### src/rtl/mcu_irq_pkg.sv
`timescale 1ns/1ps
package mcu_irq_pkg;

    typedef enum logic [1:0] {
        ST_EMPTY,
        ST_ARMED,
        ST_CALL
    } arb_state_t;

    function automatic logic [15:0] vec_addr(input int unsigned idx,
                                             input int unsigned base,
                                             input int unsigned stride);
        return 16'(base + idx * stride);
    endfunction

endpackage

### src/rtl/mcu_irq_sampler.sv
`timescale 1ns/1ps
module mcu_irq_sampler #(
    parameter int N_SRC = 5
) (
    input  logic             clk,
    input  logic             rst_n,
    input  logic             latch_en,
    input  logic [N_SRC-1:0] req_in,
    output logic [N_SRC-1:0] smp,
    output logic             smp_valid
);

    always_ff @(posedge clk) begin
        if (!rst_n) begin
            smp       <= '0;
            smp_valid <= 1'b0;
        end else if (latch_en) begin
            smp       <= req_in;
            smp_valid <= 1'b1;
        end
    end

endmodule

### src/rtl/mcu_irq_pick.sv
`timescale 1ns/1ps
module mcu_irq_pick #(
    parameter int N_SRC = 5,
    parameter int IDX_W = 3
) (
    input  logic [N_SRC-1:0] smp,
    input  logic [N_SRC:0]   en_mask,
    input  logic [N_SRC-1:0] pri_mask,
    output logic             any_req,
    output logic [IDX_W-1:0] win_idx,
    output logic             win_hi
);

    logic [N_SRC-1:0] active;
    logic [N_SRC-1:0] hi_set;
    logic [N_SRC-1:0] lo_set;

    for (genvar g = 0; g < N_SRC; g++) begin : g_mask
        assign active[g] = smp[g] & en_mask[g] & en_mask[N_SRC];
        assign hi_set[g] = active[g] & pri_mask[g];
        assign lo_set[g] = active[g] & ~pri_mask[g];
    end

    always_comb begin
        any_req = |active;
        win_hi  = |hi_set;
        win_idx = '0;
        // scan downward so the lowest index is the last to be written
        for (int i = N_SRC - 1; i >= 0; i--) begin
            if (win_hi ? hi_set[i] : lo_set[i]) begin
                win_idx = IDX_W'(i);
            end
        end
    end

endmodule

### src/rtl/mcu_irq_level_track.sv
`timescale 1ns/1ps
module mcu_irq_level_track (
    input  logic       clk,
    input  logic       rst_n,
    input  logic       set_lo,
    input  logic       set_hi,
    input  logic       clr_top,
    output logic [1:0] busy
);

    always_ff @(posedge clk) begin
        if (!rst_n) begin
            busy <= 2'b00;
        end else if (clr_top) begin
            if (busy[1]) begin
                busy[1] <= 1'b0;
            end else begin
                busy[0] <= 1'b0;
            end
        end else begin
            if (set_hi) busy[1] <= 1'b1;
            if (set_lo) busy[0] <= 1'b1;
        end
    end

endmodule

### src/rtl/mcu_irq_arbiter.sv
`timescale 1ns/1ps
module mcu_irq_arbiter
    import mcu_irq_pkg::*;
#(
    parameter int N_SRC        = 5,
    parameter int PHASES       = 6,
    parameter int SAMPLE_PHASE = 4,
    parameter int VEC_BASE     = 3,
    parameter int VEC_STRIDE   = 8,
    parameter int IDX_W        = $clog2(N_SRC),
    parameter int PH_W         = $clog2(PHASES)
) (
    input  logic             clk,
    input  logic             rst_n,
    input  logic [PH_W-1:0]  mc_phase,
    input  logic [N_SRC-1:0] irq_req,
    input  logic [N_SRC:0]   en_reg,
    input  logic [N_SRC-1:0] pri_reg,
    input  logic             final_cyc,
    input  logic             reti_cyc,
    input  logic             cfg_wr,
    output logic             call_req,
    output logic [15:0]      call_vec,
    output logic [IDX_W-1:0] call_src,
    output logic [1:0]       busy_lvl
);

    localparam logic [PH_W-1:0] POLL_PH = PH_W'(SAMPLE_PHASE);

    arb_state_t       state_q, state_d;
    logic             poll_edge;
    logic [N_SRC-1:0] smp;
    logic             smp_valid;
    logic             any_req;
    logic [IDX_W-1:0] win_idx;
    logic             win_hi;
    logic             level_ok;
    logic             grant;
    logic             ret_clear;
    logic [IDX_W-1:0] src_q;
    logic [15:0]      vec_q;

    assign poll_edge = (mc_phase == POLL_PH);

    mcu_irq_sampler #(.N_SRC(N_SRC)) u_sampler (
        .clk       (clk),
        .rst_n     (rst_n),
        .latch_en  (poll_edge),
        .req_in    (irq_req),
        .smp       (smp),
        .smp_valid (smp_valid)
    );

    mcu_irq_pick #(.N_SRC(N_SRC), .IDX_W(IDX_W)) u_pick (
        .smp      (smp),
        .en_mask  (en_reg),
        .pri_mask (pri_reg),
        .any_req  (any_req),
        .win_idx  (win_idx),
        .win_hi   (win_hi)
    );

    assign level_ok  = win_hi ? !busy_lvl[1] : !(busy_lvl[1] | busy_lvl[0]);
    assign grant     = poll_edge && (state_q == ST_ARMED) && smp_valid && any_req
                       && final_cyc && !reti_cyc && !cfg_wr && level_ok;
    assign ret_clear = poll_edge && reti_cyc && final_cyc;

    mcu_irq_level_track u_level (
        .clk     (clk),
        .rst_n   (rst_n),
        .set_lo  (grant && !win_hi),
        .set_hi  (grant && win_hi),
        .clr_top (ret_clear),
        .busy    (busy_lvl)
    );

    // next-state logic
    always_comb begin
        state_d = state_q;
        unique case (state_q)
            ST_EMPTY: if (poll_edge) state_d = ST_ARMED;
            ST_ARMED: if (grant)     state_d = ST_CALL;
            ST_CALL:                 state_d = ST_ARMED;
            default:                 state_d = ST_EMPTY;
        endcase
    end

    // state register and captured winner
    always_ff @(posedge clk) begin
        if (!rst_n) begin
            state_q <= ST_EMPTY;
            src_q   <= '0;
            vec_q   <= '0;
        end else begin
            state_q <= state_d;
            if (grant) begin
                src_q <= win_idx;
                vec_q <= vec_addr(32'(win_idx), VEC_BASE, VEC_STRIDE);
            end
        end
    end

    // outputs
    always_comb begin
        call_req = (state_q == ST_CALL);
        call_vec = vec_q;
        call_src = src_q;
    end

endmodule

### config.mk
export PLATFORM = sky130hd
export DESIGN_NAME = mcu_irq_arbiter
export DESIGN_NICKNAME = d
export VERILOG_FILES = /design/src/rtl/mcu_irq_pkg.sv /design/src/rtl/mcu_irq_sampler.sv /design/src/rtl/mcu_irq_pick.sv /design/src/rtl/mcu_irq_level_track.sv /design/src/rtl/mcu_irq_arbiter.sv
export SDC_FILE = /design/constraint.sdc
export NUM_CORES = 1
export LEC_CHECK = 0
export ABC_AREA = 1
export BUFFER_PORTS_ARGS = -buffer_cell sky130_fd_sc_hd__buf_2
export CORE_MARGIN = 8
export CORE_UTILIZATION = 25
export CTS_CLUSTER_SIZE = 10
export DETAILED_ROUTE_END_ITERATION = 12
export HOLD_SLACK_MARGIN = 0.06
export PLACE_DENSITY = 0.51
export RECOVER_POWER = 50
export SYNTH_ARGS = -nofsm -noshare
export SYNTH_HDL_FRONTEND = slang
export SYNTH_HIERARCHICAL = 1
export SYNTH_SLANG_ARGS = --single-unit
export TNS_END_PERCENT = 10
### constraint.sdc
create_clock -name clk -period 1.54 [get_ports clk]
set_input_delay 0.077 -clock clk [delete_from_list [all_inputs] [get_ports clk]]
set_output_delay 0.077 -clock clk [all_outputs]
set_load 0.02 [all_outputs]
== Word level (Yosys, flattened, before mapping) ==
Index checks and enable logic that the tools add are counted.

* Bits in writable memories: 0
* Input bits: 24
* Memories kept: 0
* Output and inout port bits: 22
* Latch bits: 0
* Word-level logic and storage cells: 81
* Bits in read-only memories: 0
* Register bits: 29

* Eq/ne operators: 6
* $lt $le $gt $ge: 0
* Shifts and indexed selects: 0
* Divide/modulo/power cells: 0
* Reductions and logical operators: 23
* Add/sub/neg operators: 1
* Multiply operators: 0
* Muxes and demuxes: 17
* Bitwise gates (word level): 27

{| class="wikitable"
|+ Operator list
! cell !! count
|-
| $and A1 B1 Y1 || 20
|-
| $mux W3 || 5
|-
| $logic_and A1 B1 Y1 || 11
|-
| $reduce_or A5 Y1 || 2
|-
| $mux W1 || 9
|-
| $add A2 B6 Y7 const A || 1
|-
| $ne A2 B2 Y1 const B || 3
|-
| $not A1 Y1 || 6
|-
| $pmux W2 S3 || 1
|-
| $logic_not A1 Y1 || 5
|-
| $mux W2 || 2
|-
| $reduce_and A2 Y1 || 2
|-
| $eq A3 B3 Y1 const B || 1
|-
| $eq A2 B1 Y1 const B || 1
|-
| $eq A2 B2 Y1 const B || 1
|-
| $logic_not A2 Y1 || 1
|-
| $reduce_bool A2 Y1 || 1
|-
| $reduce_or A2 Y1 || 1
|-
| $or A1 B1 Y1 || 1
|}

== Depth between registers and ports, before layout ==
* Word-level depth: 11
* Depth in mapped cells: 13
* Depth with buffers taken out: 12

== Hierarchy ==
Netlist, hierarchy kept.

{| class="wikitable"
|+ By module, submodules not included
! module !! times used !! cells each !! seq. area each (um^2) !! area an instance (um^2)
|-
| mcu_irq_arbiter || 1 || 77 || 120.1 || 491.7
|-
| mcu_irq_pick || 1 || 47 || 0.0 || 309.0
|-
| mcu_irq_sampler || 1 || 33 || 120.1 || 245.2
|-
| mcu_irq_level_track || 1 || 10 || 40.0 || 76.3
|}

== Worst setup path before layout ==
No wires, ideal clock.

* Path type: register to register
* From: register u_sampler.smp[2]
* To: register u_level.busy[1]
* Setup time: 0.126 ns
* Buffers on the path: 0
* Arrival time: 1.287 ns
* Cell stages (with the launch flop): 13
* Data required time: 1.414 ns
* Period minus slack after synthesis: 1.413 ns
* Path slack: 0.127 ns
* Cells stage by stage: dfxtp_1 -> nand3_4 -> nor2_1 -> nor2_1 -> nand3_2 -> inv_1 -> nand2_1 -> nand3_2 -> inv_1 -> nand2_2 -> nor2_1 -> o21ai_0 -> nor2_1

* Elaborated cells on any way between the ends: 12
* Those cells by class: 1 x mux; 3 x bitwise; 8 x reduce/logical

{| class="wikitable"
|+ RTL lines
! element !! line !! source
|-
| start, declared || mcu_irq_sampler.sv:9 || <nowiki>output logic [N_SRC-1:0] smp,</nowiki>
|-
| start signal, assigned || mcu_irq_sampler.sv:18 || <nowiki>smp <= req_in;</nowiki>
|-
| $and A1 B1 Y1 * (2 in series) || mcu_irq_pick.sv:19 || <nowiki>assign active[g] = smp[g] & en_mask[g] & en_mask[N_SRC];</nowiki>
|-
| $and A1 B1 Y1 * || mcu_irq_pick.sv:20 || <nowiki>assign hi_set[g] = active[g] & pri_mask[g];</nowiki>
|-
| $reduce_or A5 Y1 * || mcu_irq_pick.sv:26 || <nowiki>win_hi = |hi_set;</nowiki>
|-
| named net win_hi || mcu_irq_arbiter.sv:36 || <nowiki>logic win_hi;</nowiki>
|-
| $mux W1 || mcu_irq_arbiter.sv:63 || <nowiki>assign level_ok = win_hi ? !busy_lvl[1] : !(busy_lvl[1] | busy_lvl[0]);</nowiki>
|-
| $logic_and A1 B1 Y1 || mcu_irq_arbiter.sv:65 || <nowiki>&& final_cyc && !reti_cyc && !cfg_wr && level_ok;</nowiki>
|-
| $logic_and A1 B1 Y1 * || mcu_irq_arbiter.sv:72 || <nowiki>.set_hi (grant && win_hi),</nowiki>
|-
| end signal, assigned || mcu_irq_level_track.sv:13 || <nowiki>busy <= 2'b00;</nowiki>
|-
| end signal, assigned || mcu_irq_level_track.sv:16 || <nowiki>busy[1] <= 1'b0;</nowiki>
|-
| end signal, assigned || mcu_irq_level_track.sv:21 || <nowiki>if (set_hi) busy[1] <= 1'b1;</nowiki>
|-
| end, declared || mcu_irq_level_track.sv:8 || <nowiki>output logic [1:0] busy</nowiki>
|}

Mark *: on every way through the listed nets, which the timed path passes. The rest lies on a longest branch.
A chain may end at the register's enable or synchronous reset.

== Worst setup path in the final report ==
* From: register u_sampler.smp[1]
* To: register u_level.busy[0]

* Elaborated cells on any way between the ends: 15
* Those cells by class: 1 x mux; 3 x bitwise; 11 x reduce/logical

{| class="wikitable"
|+ RTL lines
! element !! line !! source
|-
| $and A1 B1 Y1 * (2 in series) || mcu_irq_pick.sv:19 ||
|-
| $and A1 B1 Y1 * || mcu_irq_pick.sv:20 ||
|-
| $reduce_or A5 Y1 * || mcu_irq_pick.sv:26 ||
|-
| named net win_hi || mcu_irq_arbiter.sv:36 ||
|-
| $mux W1 || mcu_irq_arbiter.sv:63 ||
|-
| $logic_and A1 B1 Y1 || mcu_irq_arbiter.sv:65 ||
|-
| $logic_and A1 B1 Y1 * || mcu_irq_arbiter.sv:71 || <nowiki>.set_lo (grant && !win_hi),</nowiki>
|-
| $reduce_bool A2 Y1 (no source line) * || -- ||
|-
| $reduce_and A2 Y1 (no source line) * || -- ||
|-
| end signal, assigned || mcu_irq_level_track.sv:13 ||
|-
| end signal, assigned || mcu_irq_level_track.sv:18 || <nowiki>busy[0] <= 1'b0;</nowiki>
|-
| end signal, assigned || mcu_irq_level_track.sv:22 || <nowiki>if (set_lo) busy[0] <= 1'b1;</nowiki>
|}

Marked as above.

==> flow_summary.toml <==
[cells_and_area]
fin_util = 0.319
diodes = 0
drive_gt1_frac = 0.378
syn2layout_area_growth_pct = 23.7
nets = 226
fin_area_um2 = 1390

[clock_network]
postCtsHoldBufs = 0
numClockSinks = 14
clock_latency_ns = 0.25
htree_levels = 1
cts_buffers = 3
cts.clk_slew.worst_paths_ns = 0.06
clockBufferDepth = 2
root_buffer = "clkbuf_8"
cts_tree = "done"

[sta]
period_minus_slack_ns = 1.44
min_period_over_period = 0.933
tns_ns = 0
setup_viol_count_final = 0
fmax_ghz = 0.696
skew_ns = 0.00232
fin_ws_ns = 0.103
maxSlewViolCount = 0
hold_viol = 0

[floorplanning]
core-area_um2 = 4350
io_pins = 46
die_h_um = 83
die-area_um2 = 6890
start_util = 0.258
rows = 24
fp.dieW_um = 83

[placement]
gp_congestion = 0.768
portBuffers = 34
placed_cell_area_um2 = 1270
pre_cts_ws_ns = 0.0149
dp_hpwl_um = 2190

[outcome]
status = "finished clean"

[worst_setup_path]
critPathMaxStageDelay_ns = 0.37
required_ns = 1.73
r2r_setup_slack_ns = 0.10
reg2reg_from = "u_sampler/smp[1]"
path_cells = "nand3_4, nor2_4, nor2_4, nand3_4, inv_4, nand2_2, nand3_2, inv_2, nand2_4, nor2_1, a21oi_2, nor2_1"
r2r.worst_path.cells = 12
worstSetupEndpointType = "flip-flop"
critPathMaxFanout = 5
path_class = "reg -> reg"
crit_arrival_ns = 1.62
reg2reg_to = "u_level/busy[0]"
cpMaxStageDelayCell = "dfxtp_4"
cp-start-kind = "flip-flop"

[pwr]
p_per_area_nw_per_um2 = 654
finalPower_mw = 0.908
p_leak_nw = 0.700
peakVddDrop_uv = 258

[detailed_routing]
routed_wl_um = 2690
vias_per_cell = 4.09
dr.pass1.iters = 4
ant_nets = 0
drt_iter0_markers = 39
drc_errors = 0
num_vias = 1035
wire_per_inst_um = 10.6

[hold_path]
holdPathEnd = "u_sampler/smp[4]"
min_path_cells = 5
min_from = "irq_req[4]"
hp-class = "in -> reg"

[yosys]
yosysSeqAreaShare = 0.250
yosys_warnings = 6
synth_xor_area_frac = 0
synthDistinctLibCells = 26
synth-compound-area-share = 0.0680
synth_area_um2 = 1120
synth_top_family_by_area = "simple AND/OR/NAND/NOR gates"
yosys.area_share.simple = 0.468
synthAdderAreaFrac = 0
synth_cells = 167
synth-seq-cells = 14
synthMuxAreaShare = 0
syn_area_per_cell_um2 = 6.72

[run]
maxCapViolCount = 0

[global_routing]
grt_usage = 0.0762
grt_pass1_wl_um = 4550
antenna_found_initial = 0
grt_max_degree = 16
grt_pass1_vias = 1079
grt_remaining_overflow = 0
## registers in the layout (all words and copies together) (netlist names)
| name | cells |
|---|---|
| call_vec | 2 |
| u_sampler/smp | 5 |
| call_src | 2 |
| u_level/busy | 2 |
| state_q | 2 |
| u_sampler/smp_valid | 1 |
## layer usage
layer / vias up / global-route usage / wire length [µm] / part of all wire
li1: 558 / - / - / -
met3: 5 / 0.0273 / 189 / 0.070
met5: - / 0 / 0 / 0
met1: 444 / 0.0896 / 1290 / 0.48
met2: 28 / 0.123 / 1180 / 0.44
met4: 0 / 0.0288 / 39 / 0.014
## timing repair
action                     4_1_cts  5_1_grt
pin swaps                        0        6
hold endpoints to repair         0        0
buffers inserted                 0        2
gates resized for setup          1       20
setup endpoints to repair        2        6
## through the flow
stage,instances,hold slack (ns)
CTS,251,0.122
floorplan,177,0.194
global placement,247,0.371
finish,253,0.119
global route,253,0.140
detailed placement,247,0.379
## layout make-up
class	instances	area, µm²
Fill cell	506	2970
Multi-Input combinational cell	119	692
Sequential cell	14	288
Timing Repair Buffer	37	185
Inverter	27	104
Tap cell	52	65.1
Clock buffer	4	55.1
## report_power, final
part           internal, mW  switching [mW]
clock                 0.227           0.142
combinational        0.0535           0.104
sequential            0.372         0.00965
## how the worst max path moves through the flow
stage,to,cells after the start,slack [ns],startpoint
6_report,u_level/busy[0],12,0.10,u_sampler/smp[1]
5_1_grt,u_level/busy[1],12,-0.03,u_sampler/smp[0]
4_1_cts,u_level/busy[1],12,0.006,u_sampler/smp[0]
3_5_place_dp,u_level/busy[0],12,0.01,u_sampler/smp[1]
3_3_place_gp,u_level/busy[1],12,0.02,u_sampler/smp[1]
2_1_floorplan,u_level/busy[1],12,0.13,u_sampler/smp[2]
## cell families after synthesis
group,Yosys count
buffers and inverters,44
other,1
AO/OA/AOI/OAI,10
AND/OR/NAND/NOR,98
flip-flops,14
## Yosys cell counts
cell type,instances,area [µm²]
o21ai_2,1,8.76
nor2_2,8,50.1
nand2_1,27,101
nand2_2,6,37.5
a21oi_2,2,17.5
o21ai_0,1,5.00
o21a_1,1,7.51
nand3b_1,1,7.51
nor2_4,3,33.8
a21o_1,1,7.51
nor2_1,33,124
o211ai_1,1,7.51
nand4_2,2,25.0
nand3_2,3,30.0
conb_1,1,3.75
nand3_4,3,52.6
inv_1,25,93.8
dfxtp_1,14,280
a21oi_1,2,10.0
inv_2,2,7.51
nor3_1,1,5.00
a31oi_2,1,12.5
nand4_1,3,18.8
nand3_1,8,40.0
buf_4,15,113
buf_6,2,22.5
## cell usage in the layout, fill, tap and decap left out, drive strengths merged, types with 2 or more instances in the layout
cell,instances
nor2,44
nand2,33
buf,31
inv,27
dfxtp,14
nand3,14
conb,11
clkbuf,10
nand4,5
a21oi,4
o21ai,2
## critical path, delay by kind of cell, from the launching register on
| kind | cells | cell delay [ns] |
|---|---|---|
| flip-flops | 1 | 0.37 |
| buffers and inverters | 2 | 0.11 |
| AND/OR/NAND/NOR | 9 | 0.83 |
| AO/OA/AOI/OAI | 1 | 0.07 |
Power figures use the tool's default switching activity.
